<file path="src/rtl/nco_pkg.sv">
package nco_pkg;
  localparam int unsigned BYTE_W   = 8;
  localparam int unsigned CW_W_DEF = 16;
endpackage

</file>
<file path="src/rtl/nco_cword_reg.sv">
module nco_cword_reg
  import nco_pkg::*;
#(
  parameter  int unsigned CW_W = CW_W_DEF,
  localparam int unsigned NB   = CW_W / BYTE_W
) (
  input  logic              clk_i,
  input  logic              rst_ni,
  input  logic [NB-1:0]     wr_en_i,
  input  logic [BYTE_W-1:0] wdata_i,
  output logic [CW_W-1:0]   cword_o
);

  // one register per byte lane, each with its own write enable
  for (genvar g = 0; g < NB; g++) begin : g_lane
    logic [BYTE_W-1:0] lane_q;

    always_ff @(posedge clk_i or negedge rst_ni) begin
      if (!rst_ni)          lane_q <= '0;
      else if (wr_en_i[g])  lane_q <= wdata_i;
    end

    assign cword_o[g*BYTE_W +: BYTE_W] = lane_q;
  end

endmodule

</file>
<file path="src/rtl/nco_step.sv">
module nco_step #(
  parameter int unsigned W = 16
) (
  input  logic [W-1:0] cword_i,
  output logic [W-1:0] step_o
);

  // fold the upper half of the code space back onto the lower half
  always_comb begin
    if (cword_i[W-1]) step_o = -cword_i;
    else              step_o = cword_i;
  end

endmodule

</file>
<file path="src/rtl/nco_phase_acc.sv">
module nco_phase_acc #(
  parameter int unsigned W = 16
) (
  input  logic         clk_i,
  input  logic         rst_ni,
  input  logic         tick_i,
  input  logic [W-1:0] step_i,
  output logic [W-1:0] acc_o,
  output logic         wave_o,
  output logic         rise_o
);

  logic [W-1:0] acc_q;
  logic         wave_prev_q;

  always_ff @(posedge clk_i or negedge rst_ni) begin
    if (!rst_ni)     acc_q <= '0;
    else if (tick_i) acc_q <= acc_q + step_i;
  end

  // previous output sampled every clock, not only on ticks
  always_ff @(posedge clk_i or negedge rst_ni) begin
    if (!rst_ni) wave_prev_q <= 1'b0;
    else         wave_prev_q <= acc_q[W-1];
  end

  assign acc_o  = acc_q;
  assign wave_o = acc_q[W-1];
  assign rise_o = acc_q[W-1] & ~wave_prev_q;

endmodule

</file>
<file path="src/rtl/nco_freq_gen.sv">
module nco_freq_gen
  import nco_pkg::*;
#(
  parameter  int unsigned CW_W = CW_W_DEF,
  localparam int unsigned NB   = CW_W / BYTE_W
) (
  input  logic              clk_i,
  input  logic              rst_ni,
  input  logic              tick_i,
  input  logic [NB-1:0]     wr_en_i,
  input  logic [BYTE_W-1:0] wdata_i,
  output logic              wave_o,
  output logic              rise_o
);

  logic [CW_W-1:0] cword_q;
  logic [CW_W-1:0] step;
  logic [CW_W-1:0] acc_q;

  nco_cword_reg #(.CW_W(CW_W)) u_cword (
    .clk_i   (clk_i),
    .rst_ni  (rst_ni),
    .wr_en_i (wr_en_i),
    .wdata_i (wdata_i),
    .cword_o (cword_q)
  );

  nco_step #(.W(CW_W)) u_step (
    .cword_i (cword_q),
    .step_o  (step)
  );

  nco_phase_acc #(.W(CW_W)) u_acc (
    .clk_i  (clk_i),
    .rst_ni (rst_ni),
    .tick_i (tick_i),
    .step_i (step),
    .acc_o  (acc_q),
    .wave_o (wave_o),
    .rise_o (rise_o)
  );

endmodule

</file>
<file path="config.mk">
export PLATFORM = sky130hd
export DESIGN_NAME = nco_freq_gen
export DESIGN_NICKNAME = d
export VERILOG_FILES = /design/src/rtl/nco_pkg.sv /design/src/rtl/nco_cword_reg.sv /design/src/rtl/nco_step.sv /design/src/rtl/nco_phase_acc.sv /design/src/rtl/nco_freq_gen.sv
export SDC_FILE = /design/constraint.sdc
export NUM_CORES = 1
export LEC_CHECK = 0
export BUFFER_PORTS_ARGS = -buffer_cell sky130_fd_sc_hd__buf_2
export CAP_MARGIN = 15
export CORE_MARGIN = 1.5
export CORE_UTILIZATION = 55
export DETAILED_ROUTE_END_ITERATION = 10
export PLACE_DENSITY = 0.88
export SLEW_MARGIN = 20
export SYNTH_ARGS = -nofsm -noshare
export SYNTH_HDL_FRONTEND = slang
export SYNTH_SLANG_ARGS = --single-unit
export TNS_END_PERCENT = 30
</file>
<file path="constraint.sdc">
create_clock -name clk_i -period 2.8 [get_ports clk_i]
set_input_delay 0.14 -clock clk_i [delete_from_list [all_inputs] [get_ports clk_i]]
set_output_delay 0.14 -clock clk_i [all_outputs]
set_load 0.01 [all_outputs]
</file>
## After elaboration in Yosys (flattened, before gate mapping)

Index checks and enable logic that the tools add are counted.

| word-level totals | value |
|---|---|
| memory bits (read-only) | 0 |
| memories | 0 |
| output and inout port bits | 2 |
| bits in latches | 0 |
| input bits | 13 |
| flip-flop bits (word level) | 33 |
| word-level logic and storage cells | 9 |
| bits in writable memories | 0 |

| operators by class | value |
|---|---|
| div/mod/pow operators | 0 |
| add/sub/neg operators | 2 |
| reduce and logical (&&, ||, !) cells | 0 |
| multiplexer cells | 1 |
| multiply operators | 0 |
| bitwise gates (word level) | 2 |
| equal/unequal tests | 0 |
| order comparisons | 0 |
| shift-type cells | 0 |

Operators with widths:

| cell | number |
|---|---|
| 16-bit adder | 1 |
| 16-bit two-way mux | 1 |
| 16-bit negator | 1 |
| 1-bit bitwise AND | 1 |
| 1-bit inverter | 1 |

## Depth between registers and ports, before layout

Gate-level depths: netlist of run 1.

| logic depth | value |
|---|---|
| depth in word-level cells | 3 |
| mapped depth | 14 |
| mapped depth without buffers | 14 |

## Modules after synthesis

Synthesis of run 1 repeated with hierarchy kept, for this count alone.

| second synthesis, totals | value |
|---|---|
| cell total of the unflattened synthesis | 226 |
| area total of the unflattened synthesis | 2472.4 sq um |

Modules (own cells, without submodules):

| module | instances | area each (sq um) | sequential area each (sq um) | cells each |
|---|---|---|---|---|
| nco_phase_acc | 1 | 1442.6 | 425.4 | 141 |
| nco_cword_reg | 1 | 663.1 | 400.4 | 34 |
| nco_step | 1 | 366.6 | 0.0 | 51 |

## Worst setup path before layout of run 1

Ideal clock, no wire load.

| timing | value |
|---|---|
| path type | flip-flop to flip-flop |
| start point | register u_cword.g_lane[0].lane_q[5] |
| end point | register u_acc.acc_q[13], in the netlist u_acc.acc_o[13] |
| buffers on the path | 0 |
| slack | -0.292 ns |
| setup time | 0.069 ns |
| required time | 2.731 ns |
| period minus slack after synthesis | 3.092 ns |
| data arrival time | 3.023 ns |
| stages on the path, launching flop included | 11 |
| path through | dfrtp_1 -> or4_1 -> or3_4 -> o21ai_0 -> xnor2_1 -> ha_1 -> nand2_1 -> o21ai_0 -> a21oi_1 -> or4b_2 -> nand3_1 |

| between the ends | value |
|---|---|
| word-level cells in the longest chain between the ends | 3 |

Ends and longest elaborated chain:

| item | RTL line | text |
|---|---|---|
| start, declared | nco_cword_reg.sv:16 | `logic [BYTE_W-1:0] lane_q;` |
| start signal, assigned | nco_cword_reg.sv:20 | `else if (wr_en_i[g]) lane_q <= wdata_i;` |
| 16-bit negator | nco_step.sv:10 | `if (cword_i[W-1]) step_o = -cword_i;` |
| 16-bit two-way mux (*) | nco_step.sv:10 |  |
| 16-bit adder (*) | nco_phase_acc.sv:18 | `else if (tick_i) acc_q <= acc_q + step_i;` |
| end signal, assigned | nco_phase_acc.sv:18 |  |
| end, declared | nco_phase_acc.sv:13 | `logic [W-1:0] acc_q;` |

Every way passes the cells marked *; elsewhere a longest branch is shown, timed or not.
A chain may end at the register's enable or synchronous reset.

## Worst setup path in the final report of run 1

| timing | value |
|---|---|
| start point | register u_cword.g_lane[0].lane_q[5] |
| end point | register u_acc.acc_q[15], in the netlist u_acc.acc_o[15] |

The elaborated chain is that of the path after synthesis.

==> reports/metrics.csv, run 1 <==
metric,value,unit
critical-path cell list,"or4_4, o21ai_0, xnor2_1, ha_1, a21oi_1, o21ai_4, buf_4, a21o_1, nor3_2, and3b_2, xor2_1",
Syn Std Cell Area,2270,um^2
post-synth top area share,0.364,
Final setup viols,10,
Post-Layout Cell Count,343,
Syn Nets,252,
initial antenna violation count,1,
Via density,7.38,
FF-to-FF Start,u_cword.g_lane[0].lane_q[5],
fillers,158,
Yosys reg bits,33,
Hold Fails Final Rpt,0,
R2R depth,11,
Fmax,266,MHz
"Design Area, Final",3250,um^2
Antenna Nets Post-Route,0,
CTS root buffer,clkbuf_8,
wire per inst,29.5,um
drc violations,0,
first-pass GRT wire length,11600,um
grt total ovfl,0,
Vert. Die Dim,67.2,um
critical path's top delay family,compound AO/OA/AOI/OAI gates,
period utilisation layout,1.34,
routability congestion estimate,0.858,
Bufs and invs on worst path,1,
Worst-Margin Slew,0.763,ns
fin. max-slew vios,0,
post-route minimum period,3.76,ns
final wirelength,10100,um
GRT Overall Usage,0.365,
clock slew at the register clock pins of the worst setup and hold paths,0.08,ns
placed instance area,2770,um^2
crit start category,flip-flop,
num ports,15,
Starting Density,0.571,
Final Util,0.819,
RSZ-0062 raised after global routing,true,
H-Tree Depth,2,
Crit. End Element,flip-flop,
Mapped Cells,219,
largest net degree at the start of global routing,34,
leading post-synthesis cells by cell area,"dfrtp_1 (36%), mux2_2 (11%), ha_1 (10%), xnor2_1 (7.3%), a21oi_1 (4.2%)",
TritonCTS clock tree,built,
worst min path class,in2reg,
die span in x,67.2,um
IO buf count,14,
Peak VDD IR,0.821,mV
Reg2Reg Capture Point,u_acc.acc_o[15],
vias,2532,
CP max-delay cell,o21ai_0,
row count,23,
relative slew slack,0.492,
Post-synth EDFFs,0,
worst reg2reg setup slack,-0.96,ns
DP Wirelength,4120,um
Worst EP arrival,3.96,ns
core area,3970,um^2
Inst Count DP,327,
crit-path max FO,4,
sum of negative setup slack,-4.78,ns
register area share after synthesis,0.364,
clk sink count,33,
total iterations of the first detailed-routing run,6,
critical path type,reg2reg,
max_cap viols,0,
Antenna Cells,0,
Worst path depth,11,
Power Dens Cells,1270,nW/um^2
"Clk Latency, worst-skew pair",0.31,ns
final worst slack,-0.957,ns
CP peak stage delay,0.63,ns
yosys warns,0,
final hold slack,0.0936,ns
Most used DFF post-synth,dfrtp_1,
number of global-route vias before repair,2298,
area grow syn2layout,43.5,%
worst setup path end,u_acc.acc_o[15],
share of cells above drive strength 1,0.512,
critical path data required time,3.00,ns
"FFs w/ async S/R, synth",1.00,
failing checks,negative setup slack,
Critical Path Start,u_cword.g_lane[0].lane_q[5],
Yosys cell types,44,
Worst Skew,0.0143,ns
leakage,1.45,nW
# nets final,325,
clock buffer depth,2,
post-synth top area cell,dfrtp_1,
Iteration-0 DRC Markers,393,
"Avg Cell Area, Syn",10.3,um^2
die area,4510,um^2
outcome,"finished, violations left",
TritonCTS Buffers,5,
## flip-flops by register name, summed over array words and instances, names as in the netlist
register	cells
u_cword.g_lane.lane_q	16
u_acc.acc_o	16
u_acc.wave_prev_q	1
## cell usage after synthesis, types with 3 or more instances
cell type / n
a21oi_1: 19
xor2_1: 4
nand3_1: 3
inv_1: 5
o31ai_1: 3
nor3_1: 3
o21ai_0: 14
a21o_1: 7
nand2_1: 14
nor2_1: 8
dfrtp_1: 33
ha_1: 19
mux2_2: 23
clkbuf_1: 5
xnor2_1: 19
## how the worst min path moves through the flow
stage / start / endpoint / slack [ns] / depth (start not counted)
floorplan: rst_ni / u_acc.acc_o[0] / -0.16 / 0
global placement: rst_ni / u_acc.acc_o[0] / 0.23 / 1
detailed placement: rst_ni / u_acc.acc_o[2] / 0.24 / 1
CTS: wdata_i[7] / u_cword.g_lane[1].lane_q[7] / 0.10 / 3
global route: wdata_i[3] / u_cword.g_lane[1].lane_q[3] / 0.09 / 2
finish: wdata_i[3] / u_cword.g_lane[1].lane_q[3] / 0.09 / 2
## metrics by stage
stage	setup WS [ns]	total power [mW]
after floorplan	-0.142	1.89
after global placement	-0.169	2.54
after detailed placement	-0.354	2.65
after CTS	-0.267	3.25
after global routing	-0.831	4.24
final	-0.957	4.13
## power breakdown
group	switching [mW]	total, mW	internal, mW	leakage (nW)
combinational	1.51	2.84	1.32	1.01
sequential	0.158	0.792	0.634	0.385
clock	0.211	0.500	0.290	0.0574
## cell type report
class                      instances  area, um^2  area share
multi-input combinational        175        1700       0.523
sequential                        33         826       0.254
timing repair buffer              72         523       0.161
clock buffer                       6        82.6      0.0254
tap                               50        62.6      0.0192
clock inverter                     2        37.5      0.0115
inverter                           5        18.8     0.00577
## cells in the final DEF (no fill, tap or decap), drive strengths merged, types with 3 or more instances in the layout
cell	Yosys	layout
nor3	3	3
a21o	7	7
xor2	4	4
nor2	8	8
dfrtp	33	33
o31ai	3	3
o21ai	14	14
xnor2	19	19
ha	19	19
mux2	23	23
a21oi	19	19
inv	5	5
buf	1	71
or3	4	4
nand2	14	14
nand3	3	3
clkbuf	5	6
## timing repair
action / CTS / global route
pin swaps: 14 / 15
gates resized for setup: 13 / 50
endpoints found under the hold margin: 33 / 0
cloned: 0 / 0
hold buffers: 1 / 0
buffers inserted: 0 / 7
endpoints found under the setup margin: 8 / 10
## per-layer routing
| metal | routed length, um | GRT usage | up-vias |
|---|---|---|---|
| met5 | 0 | 0 | - |
| met4 | 983 | 0.278 | 0 |
| met3 | 1350 | 0.0733 | 122 |
| met2 | 4390 | 0.610 | 265 |
| met1 | 3380 | 0.407 | 1186 |
| li1 | - | - | 959 |
## cell families after synthesis
group / after synthesis / synth area share
buffers and inverters: 11 / 0.0215
and+or+nand+nor: 49 / 0.131
muxes: 24 / 0.119
adders and majority gates: 20 / 0.114
AOI/OAI and AO/OA: 59 / 0.162
xor gates and xnor gates: 23 / 0.0889
DFF: 33 / 0.364
No activity file was read; power rests on OpenSTA's default activity.
==> run 2, diff against run 1 <==
--- a/config.mk
+++ b/config.mk
@@ -11,6 +11,7 @@
 export CORE_UTILIZATION = 55
 export DETAILED_ROUTE_END_ITERATION = 10
 export PLACE_DENSITY = 0.88
+export REMOVE_ABC_BUFFERS = 1
 export SLEW_MARGIN = 20
 export SYNTH_ARGS = -nofsm -noshare
 export SYNTH_HDL_FRONTEND = slang
==> run 2 against run 1 <==
Against the previous run: clock power shrank 22%; highest routed layer unchanged; power fell by 11%; count of clock-buffer cells in the layout is the same; design area decreased by 3.6%; critical path type unchanged; sequential cell count unchanged; maximum frequency rose by 15%; routed wire length fell by 16%; critical path depth is the same; die area stayed put; sequential power shrank 2.8%; utilization is 2.9 points lower; combinational power shrank 12%; the run still ends with negative setup slack left.
==> reports/metrics.csv, run 2 (synthesis results as in run 1) <==
metric,value,unit
wire per inst,24.7,um
Iteration-0 DRC Markers,315,
vias,2325,
Worst Skew,0.0116,ns
GRT Overall Usage,0.354,
grt total ovfl,0,
"Design Area, Final",3130,um^2
outcome,"finished, violations left",
Fmax,306,MHz
Antenna Nets Post-Route,0,
leakage,1.41,nW
Crit. End Element,flip-flop,
Power Dens Cells,1170,nW/um^2
critical path type,reg2reg,
clock buffer depth,2,
RSZ-0062 raised after global routing,true,
most frequent cells in the layout,"buf_4 (55), dfrtp_1 (33), mux2_2 (23)",
routability congestion estimate,0.911,
core area,3970,um^2
critical path data required time,3.01,ns
TritonCTS Buffers,5,
sequential cell area,826,um^2
die span in x,67.2,um
Worst EP arrival,3.48,ns
num ports,15,
fillers,177,
# nets final,326,
Hold Fails Final Rpt,0,
crit-path max FO,4,
TritonCTS clock tree,built,
"most common cell after layout, fill and taps aside",buf_4,
largest net degree at the start of global routing,34,
failing checks,negative setup slack,
Final setup viols,7,
DP Wirelength,4110,um
worst min path class,in2reg,
final wirelength,8460,um
Worst-Margin Slew,0.771,ns
first-pass GRT wire length,11400,um
Starting Density,0.571,
total iterations of the first detailed-routing run,5,
drc violations,0,
Vert. Die Dim,67.2,um
initial antenna violation count,0,
row count,23,
Antenna Cells,0,
share of cells above drive strength 1,0.491,
H-Tree Depth,2,
post-route minimum period,3.27,ns
placed instance area,2740,um^2
clock slew at the register clock pins of the worst setup and hold paths,0.08,ns
number of global-route vias before repair,2224,
final worst slack,-0.473,ns
Peak VDD IR,0.605,mV
clk sink count,33,
fin. max-slew vios,0,
"Clk Latency, worst-skew pair",0.31,ns
period utilisation layout,1.17,
relative slew slack,0.486,
final hold slack,0.101,ns
CTS root buffer,clkbuf_8,
IO buf count,14,
area grow syn2layout,38.3,%
max_cap viols,0,
Via density,6.78,
crit start category,flip-flop,
Multi-input gate area,1610,um^2
die area,4510,um^2
Final Util,0.789,
-- run 2: changes by cell type in the layout (fill, tap and decap cells not counted), sizes merged --
cell	before	now
buf	71	72
bufinv	1	0
-- run 2: layer usage --
| metal | share of wire | routed length, um | GRT usage | vias up |
|---|---|---|---|---|
| li1 | - | - | - | 953 |
| met1 | 0.36 | 3050 | 0.389 | 1128 |
| met2 | 0.48 | 4020 | 0.595 | 183 |
| met3 | 0.090 | 764 | 0.103 | 61 |
| met4 | 0.074 | 626 | 0.230 | 0 |
| met5 | 0 | 0 | 0 | - |
-- run 2: path summary, 6_finish.rpt --
path / from / endpoint / slack, ns / cells past startpoint
worst max-delay path: u_cword.g_lane[0].lane_q[6] / u_acc.acc_o[15] / -0.47 / 11
min in group asynchronous: rst_ni / u_acc.acc_o[5] / 0.46 / 2
worst max register to register: u_cword.g_lane[0].lane_q[6] / u_acc.acc_o[15] / -0.47 / 11
worst min-delay path: wdata_i[6] / u_cword.g_lane[1].lane_q[6] / 0.10 / 2
worst min register to register: u_acc.acc_o[15] / u_acc.wave_prev_q / 0.48 / 0
max in group asynchronous: rst_ni / u_acc.acc_o[11] / 1.84 / 2
-- run 2: cell type report --
class / instances / share of cell area
clock buffers: 6 / 0.0263
clock inverters: 1 / 0.00240
inverters: 5 / 0.00599
multi-input cells: 175 / 0.514
flip-flops and latches: 33 / 0.263
well taps: 50 / 0.0200
repair buffers: 73 / 0.168
-- run 2: what timing repair did --
| item | CTS | global route |
|---|---|---|
| gates resized for setup | 24 | 28 |
| endpoints found under the setup margin | 8 | 10 |
| pin swaps | 18 | 8 |
| hold buffers | 1 | 0 |
| buffers inserted | 3 | 5 |
| hold endpoints to repair | 33 | 0 |
-- run 2: stage by stage --
step	cells	power, mW	setup TNS [ns]	worst slack [ns]
after floorplan	213	1.87	-0.820	-0.292
after global placement	327	2.52	-0.826	-0.265
after detailed placement	327	2.64	-1.79	-0.404
after CTS	338	3.13	-1.16	-0.208
after global routing	343	3.80	-2.37	-0.553
final	343	3.67	-1.98	-0.473
-- run 2: where the power goes --
| part | internal [mW] | total (mW) | switching, mW |
|---|---|---|---|
| Sequential | 0.634 | 0.770 | 0.136 |
| Clock | 0.194 | 0.392 | 0.198 |
| Combinational | 1.24 | 2.51 | 1.27 |
-- run 2: critical path, stage by stage, from the launching register on --
cell and delay [ns]:
dfrtp_1 0.40, or4_4 0.52, or3_4 0.40, o41ai_4 0.36
xnor2_1 0.14, ha_1 0.32, and4_1 0.22, nand2_1 0.07
a21oi_1 0.20, nor3_1 0.10, and3b_1 0.24, xor2_1 0.21
